**config.mk**
```make
export PLATFORM = sky130hd
export DESIGN_NAME = audio_ser_tx
export DESIGN_NICKNAME = d
export VERILOG_FILES = /design/src/rtl/audio_ser_pkg.sv /design/src/rtl/audio_bclk_gen.sv /design/src/rtl/audio_frame_seq.sv /design/src/rtl/audio_bit_map.sv /design/src/rtl/audio_ser_tx.sv
export SDC_FILE = /design/constraint.sdc
export NUM_CORES = 1
export LEC_CHECK = 0
export ABC_AREA = 1
export BUFFER_PORTS_ARGS = -buffer_cell sky130_fd_sc_hd__buf_2
export CORE_MARGIN = 3
export CORE_UTILIZATION = 45
export DETAILED_ROUTE_END_ITERATION = 8
export PLACE_DENSITY_LB_ADDON = 0.08
export SLEW_MARGIN = 20
export SYNTH_ARGS = -nofsm -noshare
export SYNTH_HDL_FRONTEND = slang
export SYNTH_HIERARCHICAL = 1
export SYNTH_SLANG_ARGS = --single-unit
```
**constraint.sdc**
```tcl
create_clock -name clk_i -period 9.22 [get_ports clk_i]
set_clock_uncertainty 0.1 [all_clocks]
set_input_delay 0.922 -clock clk_i [delete_from_list [all_inputs] [get_ports clk_i]]
set_output_delay 0.922 -clock clk_i [all_outputs]
set_load 0.005 [all_outputs]
```
**src/rtl/audio_ser_pkg.sv**
```systemverilog
package audio_ser_pkg;

  localparam int unsigned SLOT_W = 6;

  typedef enum logic {
    FMT_I2S = 1'b0,
    FMT_RJ  = 1'b1
  } fmt_e;

  typedef struct packed {
    fmt_e       fmt;
    logic [1:0] ratio;
  } cfg_t;

  // slots per half-frame; I2S cannot fit 16 bits after its lead slot at 32fs
  function automatic logic [SLOT_W-1:0] frame_half(cfg_t c);
    logic [SLOT_W-1:0] h;
    case (c.ratio)
      2'd0:    h = (c.fmt == FMT_I2S) ? SLOT_W'(24) : SLOT_W'(16);
      2'd1:    h = SLOT_W'(24);
      default: h = SLOT_W'(32);
    endcase
    return h;
  endfunction

  function automatic logic [SLOT_W-1:0] frame_last(cfg_t c);
    return SLOT_W'({1'b0, frame_half(c), 1'b0} - 1);
  endfunction

endpackage

```
**src/rtl/audio_bclk_gen.sv**
```systemverilog
module audio_bclk_gen #(
  parameter int unsigned DIV_HALF = 2
) (
  input  logic clk_i,
  input  logic rst_ni,
  output logic bclk_o,
  output logic fall_o
);

  localparam int unsigned DW = (DIV_HALF > 1) ? $clog2(DIV_HALF) : 1;

  logic tick;
  logic bclk_q;

  if (DIV_HALF == 1) begin : g_nodiv
    assign tick = 1'b1;
  end else begin : g_div
    logic [DW-1:0] dcnt_q;
    always_ff @(posedge clk_i or negedge rst_ni) begin
      if (!rst_ni)   dcnt_q <= '0;
      else if (tick) dcnt_q <= '0;
      else           dcnt_q <= dcnt_q + 1'b1;
    end
    assign tick = (dcnt_q == DW'(DIV_HALF - 1));
  end

  always_ff @(posedge clk_i or negedge rst_ni) begin
    if (!rst_ni)   bclk_q <= 1'b0;
    else if (tick) bclk_q <= ~bclk_q;
  end

  assign bclk_o = bclk_q;
  // strobe in the cycle whose closing edge drops the bit clock
  assign fall_o = tick & bclk_q;

endmodule

```
**src/rtl/audio_frame_seq.sv**
```systemverilog
module audio_frame_seq
  import audio_ser_pkg::*;
(
  input  logic              clk_i,
  input  logic              rst_ni,
  input  logic              step_i,
  input  cfg_t              cfg_i,
  output logic              bound_o,
  output logic [SLOT_W-1:0] slot_nxt_o,
  output cfg_t              cfg_nxt_o
);

  localparam cfg_t CFG_RST = '{fmt: FMT_I2S, ratio: 2'd2};

  logic [SLOT_W-1:0] slot_q;
  cfg_t              cfg_q;

  // reset parks on the last slot so the first falling edge is a boundary
  assign bound_o    = step_i && (slot_q == frame_last(cfg_q));
  assign slot_nxt_o = bound_o ? '0 : slot_q + 1'b1;
  assign cfg_nxt_o  = bound_o ? cfg_i : cfg_q;

  always_ff @(posedge clk_i or negedge rst_ni) begin
    if (!rst_ni) begin
      slot_q <= frame_last(CFG_RST);
      cfg_q  <= CFG_RST;
    end else if (step_i) begin
      slot_q <= slot_nxt_o;
      cfg_q  <= cfg_nxt_o;
    end
  end

endmodule

```
**src/rtl/audio_bit_map.sv**
```systemverilog
module audio_bit_map
  import audio_ser_pkg::*;
#(
  parameter int unsigned WORD_W = 16
) (
  input  cfg_t              cfg_i,
  input  logic [SLOT_W-1:0] slot_i,
  input  logic [WORD_W-1:0] left_i,
  input  logic [WORD_W-1:0] right_i,
  output logic              ws_o,
  output logic              sd_o
);

  localparam int unsigned IW = $clog2(WORD_W);

  logic [SLOT_W-1:0] half;
  logic [SLOT_W-1:0] k;
  logic [SLOT_W-1:0] off;
  logic [IW-1:0]     idx;
  logic [WORD_W-1:0] word;
  logic              in_right;

  always_comb begin
    half     = frame_half(cfg_i);
    in_right = (slot_i >= half);
    k        = in_right ? (slot_i - half) : slot_i;
    word     = in_right ? right_i : left_i;
    off      = half - SLOT_W'(WORD_W);
    idx      = '0;
    sd_o     = 1'b0;
    if (cfg_i.fmt == FMT_I2S) begin
      ws_o = in_right;
      if (k >= SLOT_W'(1) && k <= SLOT_W'(WORD_W)) begin
        idx  = IW'(SLOT_W'(WORD_W) - k);
        sd_o = word[idx];
      end
    end else begin
      ws_o = ~in_right;
      if (k >= off) begin
        idx  = IW'(SLOT_W'(WORD_W - 1) - (k - off));
        sd_o = word[idx];
      end
    end
  end

endmodule

```
**src/rtl/audio_ser_tx.sv**
```systemverilog
module audio_ser_tx
  import audio_ser_pkg::*;
#(
  parameter int unsigned DIV_HALF = 2,
  parameter int unsigned WORD_W   = 16
) (
  input  logic              clk_i,
  input  logic              rst_ni,
  input  logic              cfg_fmt_i,
  input  logic [1:0]        cfg_ratio_i,
  input  logic              valid_i,
  input  logic [WORD_W-1:0] left_i,
  input  logic [WORD_W-1:0] right_i,
  output logic              ready_o,
  output logic              bclk_o,
  output logic              ws_o,
  output logic              sd_o,
  output logic              underflow_o
);

  logic              fall;
  logic              bound;
  logic [SLOT_W-1:0] slot_nxt;
  cfg_t              cfg_in;
  cfg_t              cfg_nxt;
  logic [WORD_W-1:0] left_q, right_q, left_nxt, right_nxt;
  logic              ws_n, sd_n, ws_q, sd_q, uf_q;
  logic              take;

  assign cfg_in = '{fmt: fmt_e'(cfg_fmt_i), ratio: cfg_ratio_i};

  audio_bclk_gen #(.DIV_HALF(DIV_HALF)) u_bclk (
    .clk_i  (clk_i),
    .rst_ni (rst_ni),
    .bclk_o (bclk_o),
    .fall_o (fall)
  );

  audio_frame_seq u_seq (
    .clk_i      (clk_i),
    .rst_ni     (rst_ni),
    .step_i     (fall),
    .cfg_i      (cfg_in),
    .bound_o    (bound),
    .slot_nxt_o (slot_nxt),
    .cfg_nxt_o  (cfg_nxt)
  );

  assign take      = bound & valid_i;
  assign left_nxt  = bound ? (take ? left_i  : '0) : left_q;
  assign right_nxt = bound ? (take ? right_i : '0) : right_q;

  audio_bit_map #(.WORD_W(WORD_W)) u_map (
    .cfg_i   (cfg_nxt),
    .slot_i  (slot_nxt),
    .left_i  (left_nxt),
    .right_i (right_nxt),
    .ws_o    (ws_n),
    .sd_o    (sd_n)
  );

  always_ff @(posedge clk_i or negedge rst_ni) begin
    if (!rst_ni) begin
      left_q  <= '0;
      right_q <= '0;
      ws_q    <= 1'b0;
      sd_q    <= 1'b0;
      uf_q    <= 1'b0;
    end else if (fall) begin
      left_q  <= left_nxt;
      right_q <= right_nxt;
      ws_q    <= ws_n;
      sd_q    <= sd_n;
      if (bound && !valid_i) uf_q <= 1'b1;
    end
  end

  assign ready_o     = bound;
  assign ws_o        = ws_q;
  assign sd_o        = sd_q;
  assign underflow_o = uf_q;

endmodule

```
==> flow_summary.json <==
{
  "slowest_stage": "buf_4",
  "htree_levels": 2,
  "gp_congestion": 0.9711,
  "cts_buffers": 5,
  "ys.warnings.count": 6,
  "cts_buffer_depth": 2,
  "whs_ns": 0.3624,
  "vias": 3290,
  "cts_tree": "done",
  "overflow": 0,
  "die_h_um": 95.44,
  "cts_hold_buf": 0,
  "ios": 43,
  "setup_slack_ns": 4.329,
  "fin_crit_ns": 4.891,
  "grt_antenna_before_repair": 0,
  "place_ws_ns": 4.344,
  "multi_input_area_sq_mm": 0.002042,
  "drt_iter0_drc": 217,
  "die-area_sq_mm": 0.009109,
  "cp_num_buf_inv": 8,
  "antennaDiodeCount": 0,
  "critPathMaxFanout": 45,
  "core-area_sq_mm": 0.007486,
  "end_kind": "flip-flop",
  "critPathKind": "reg -> reg",
  "power_uw": 367.8,
  "syn_inst": 531,
  "hold_violations": 0,
  "grt_pass1_wl_um": 14800,
  "finalCritPeriodShare_pct": 53.05,
  "post_cts_buffers": 0,
  "drive_gt1_share_pct": 18.49,
  "rsz0062_at_grt": "no",
  "stdcell_count": 656,
  "rows": 31,
  "clk_pin_slew_ns": 0.09,
  "worst_slew_pin_slew_ns": 0.7015,
  "ant_nets": 0,
  "netlist_area_sq_mm": 0.003600,
  "hold_path.class": "reg -> reg",
  "hpwl_um": 5908,
  "holdPathStages": 1,
  "cp_top_family": "simple AND/OR/NAND/NOR gates",
  "synth_seq_cells": 46,
  "synthToLayoutAreaGrowth_pct": 7.230,
  "grt_use_total_pct": 20.42,
  "powerDensity_mw_per_mm2": 95.29,
  "firstDrtPassIters": 5,
  "relSlewSlack_pct": 53.07,
  "cp_slowest_stage_delay_ns": 0.46,
  "dp_cells": 648,
  "drc": 0,
  "finalNetCount": 603,
  "cpMostUsedCell": "nand2_1",
  "io_buffer_count": 42,
  "setup_viol": 0,
  "synth_seq_area_share_pct": 32.22,
  "via_per_inst": 5.015,
  "grt_max_degree": 47,
  "maxSlewViolCount": 0,
  "start_util_pct": 48.09,
  "status": "complete, no violations",
  "cts_resized": 0,
  "rrSetupSlack_ns": 4.33,
  "p_leak_nw": 2.089,
  "synth_fp_nets": 578,
  "cts_root_buf": "clkbuf_8",
  "ir_worst_vdd_mv": 0.05002,
  "reg2regPathDepth": 30,
  "ys_types": 33,
  "routed_wl_um": 8403,
  "cts_num_sinks": 46,
  "fmax_ghz": 0.2044,
  "arrival_ns": 5.04,
  "grt_pass1_vias": 3296,
  "fill_cells": 764,
  "path_depth": 30,
  "syn_area_per_cell_sq_um": 6.779,
  "startpoint_type": "flip-flop",
  "cp.required_ns": 9.37,
  "max_cap_viol_count": 0,
  "setup_tns_ns": 0,
  "insertion_delay_ns": 0.31,
  "chipWidth_um": 95.44,
  "regArea_sq_mm": 0.001160,
  "wl_per_cell_um": 12.81
}
-- worst reg2reg max path, delay by kind of cell (launching register included) --
kind / cells / cell delay [ns]
adders and majority gates: 2 / 0.59
and+or+nand+nor: 15 / 1.72
AOI/OAI and AO/OA: 5 / 0.69
DFF: 1 / 0.39
buffers and inverters: 8 / 1.36
-- state kept, by name, indices dropped and copies added, names as in the netlist --
name                 cells
u_seq/cfg_q              3
left_q                  16
u_seq/slot_q             6
u_bclk/bclk_o            1
underflow_o              1
sd_o                     1
ws_o                     1
right_q                 16
u_bclk/g_div.dcnt_q      1
-- path summary, 6_finish.rpt --
check	from	to
setup / recovery	u_bclk/bclk_o	sd_o
hold / removal	underflow_o	underflow_o
setup reg to reg	u_bclk/bclk_o	sd_o
hold reg to reg	underflow_o	underflow_o
max in group asynchronous	rst_ni	right_q[9]
min in group asynchronous	rst_ni	right_q[12]
-- Yosys cell counts --
cell | n | share of area [%]
o21ai_1 | 4 | 0.56
inv_2 | 4 | 0.42
o21ai_0 | 5 | 0.70
buf_2 | 11 | 1.5
xnor2_1 | 2 | 0.49
buf_8 | 1 | 0.42
nand2_2 | 15 | 2.6
nand3_2 | 12 | 3.3
nand3_1 | 86 | 12
xor2_2 | 1 | 0.45
a21oi_1 | 1 | 0.14
a21o_1 | 1 | 0.21
nand3b_1 | 13 | 2.7
clkbuf_1 | 3 | 0.31
dfstp_2 | 7 | 5.1
nand3_4 | 2 | 0.97
ha_1 | 8 | 2.8
buf_4 | 3 | 0.63
nor2_4 | 3 | 0.94
inv_6 | 1 | 0.24
xor2_1 | 4 | 0.97
o21ai_4 | 1 | 0.45
buf_6 | 9 | 2.8
a31oi_1 | 1 | 0.17
nor2_2 | 2 | 0.35
nand2_1 | 231 | 24
nor2_8 | 1 | 0.56
nand2_4 | 1 | 0.31
fa_1 | 1 | 0.56
nor2_1 | 12 | 1.3
or2_1 | 1 | 0.17
dfrtp_1 | 39 | 27
inv_1 | 45 | 4.7
-- metal layers --
layer  vias to the layer above  GRT usage, %  routed length [um]
li1                       1706             -                   -
met1                      1498         28.33                4247
met2                        78         33.35                3703
met3                         8         3.473                 379
met4                         0         4.621                  72
met5                         -             0                   0
-- cell families (layout without fill, tap and decap cells) --
| kind of cell | count (synthesis) | after routing | synth area share (%) |
|---|---|---|---|
| adder cells (fa/ha/maj) | 9 | 9 | 3.337 |
| AO/OA/AOI/OAI | 13 | 13 | 2.225 |
| buffers and inverters | 77 | 103 | 11.05 |
| flip-flops | 46 | 46 | 32.22 |
| AND/OR/NAND/NOR | 379 | 379 | 49.25 |
| XOR/XNOR | 7 | 7 | 1.912 |
-- where the power goes --
part | internal (mW) | switching (mW)
clock | 0.0799 | 0.0713
combinational | 0.00598 | 0.00895
sequential | 0.202 | 0
-- stage by stage --
| stage | util [%] | area, sq um |
|---|---|---|
| after CTS | 51.56 | 3860 |
| after floorplan | - | 3600 |
| after detailed placement | 50.11 | 3751 |
| after global routing | 51.56 | 3860 |
| after global placement | 50.11 | 3751 |
| final | 51.56 | 3860 |
-- cell type report --
type	count	share of cell area [%]
multi-input combinational	408	52.90
inverter	50	4.992
clock buffer	5	1.783
sequential	46	30.05
clock inverter	3	1.037
timing repair buffer	45	6.029
tap	99	3.209
-- layout by cell type, fill, tap and decap left out, types with 5 or more instances in the layout --
cell        n
dfrtp_1    39
nand2_1   231
nand2_2    15
nor2_1     12
buf_2      42
clkbuf_8    5
inv_1      45
o21ai_0     5
nand3_2    12
nand3_1    86
ha_1        8
nand3b_1   13
dfstp_2     7
No activity file was read; power rests on OpenSTA's default activity.
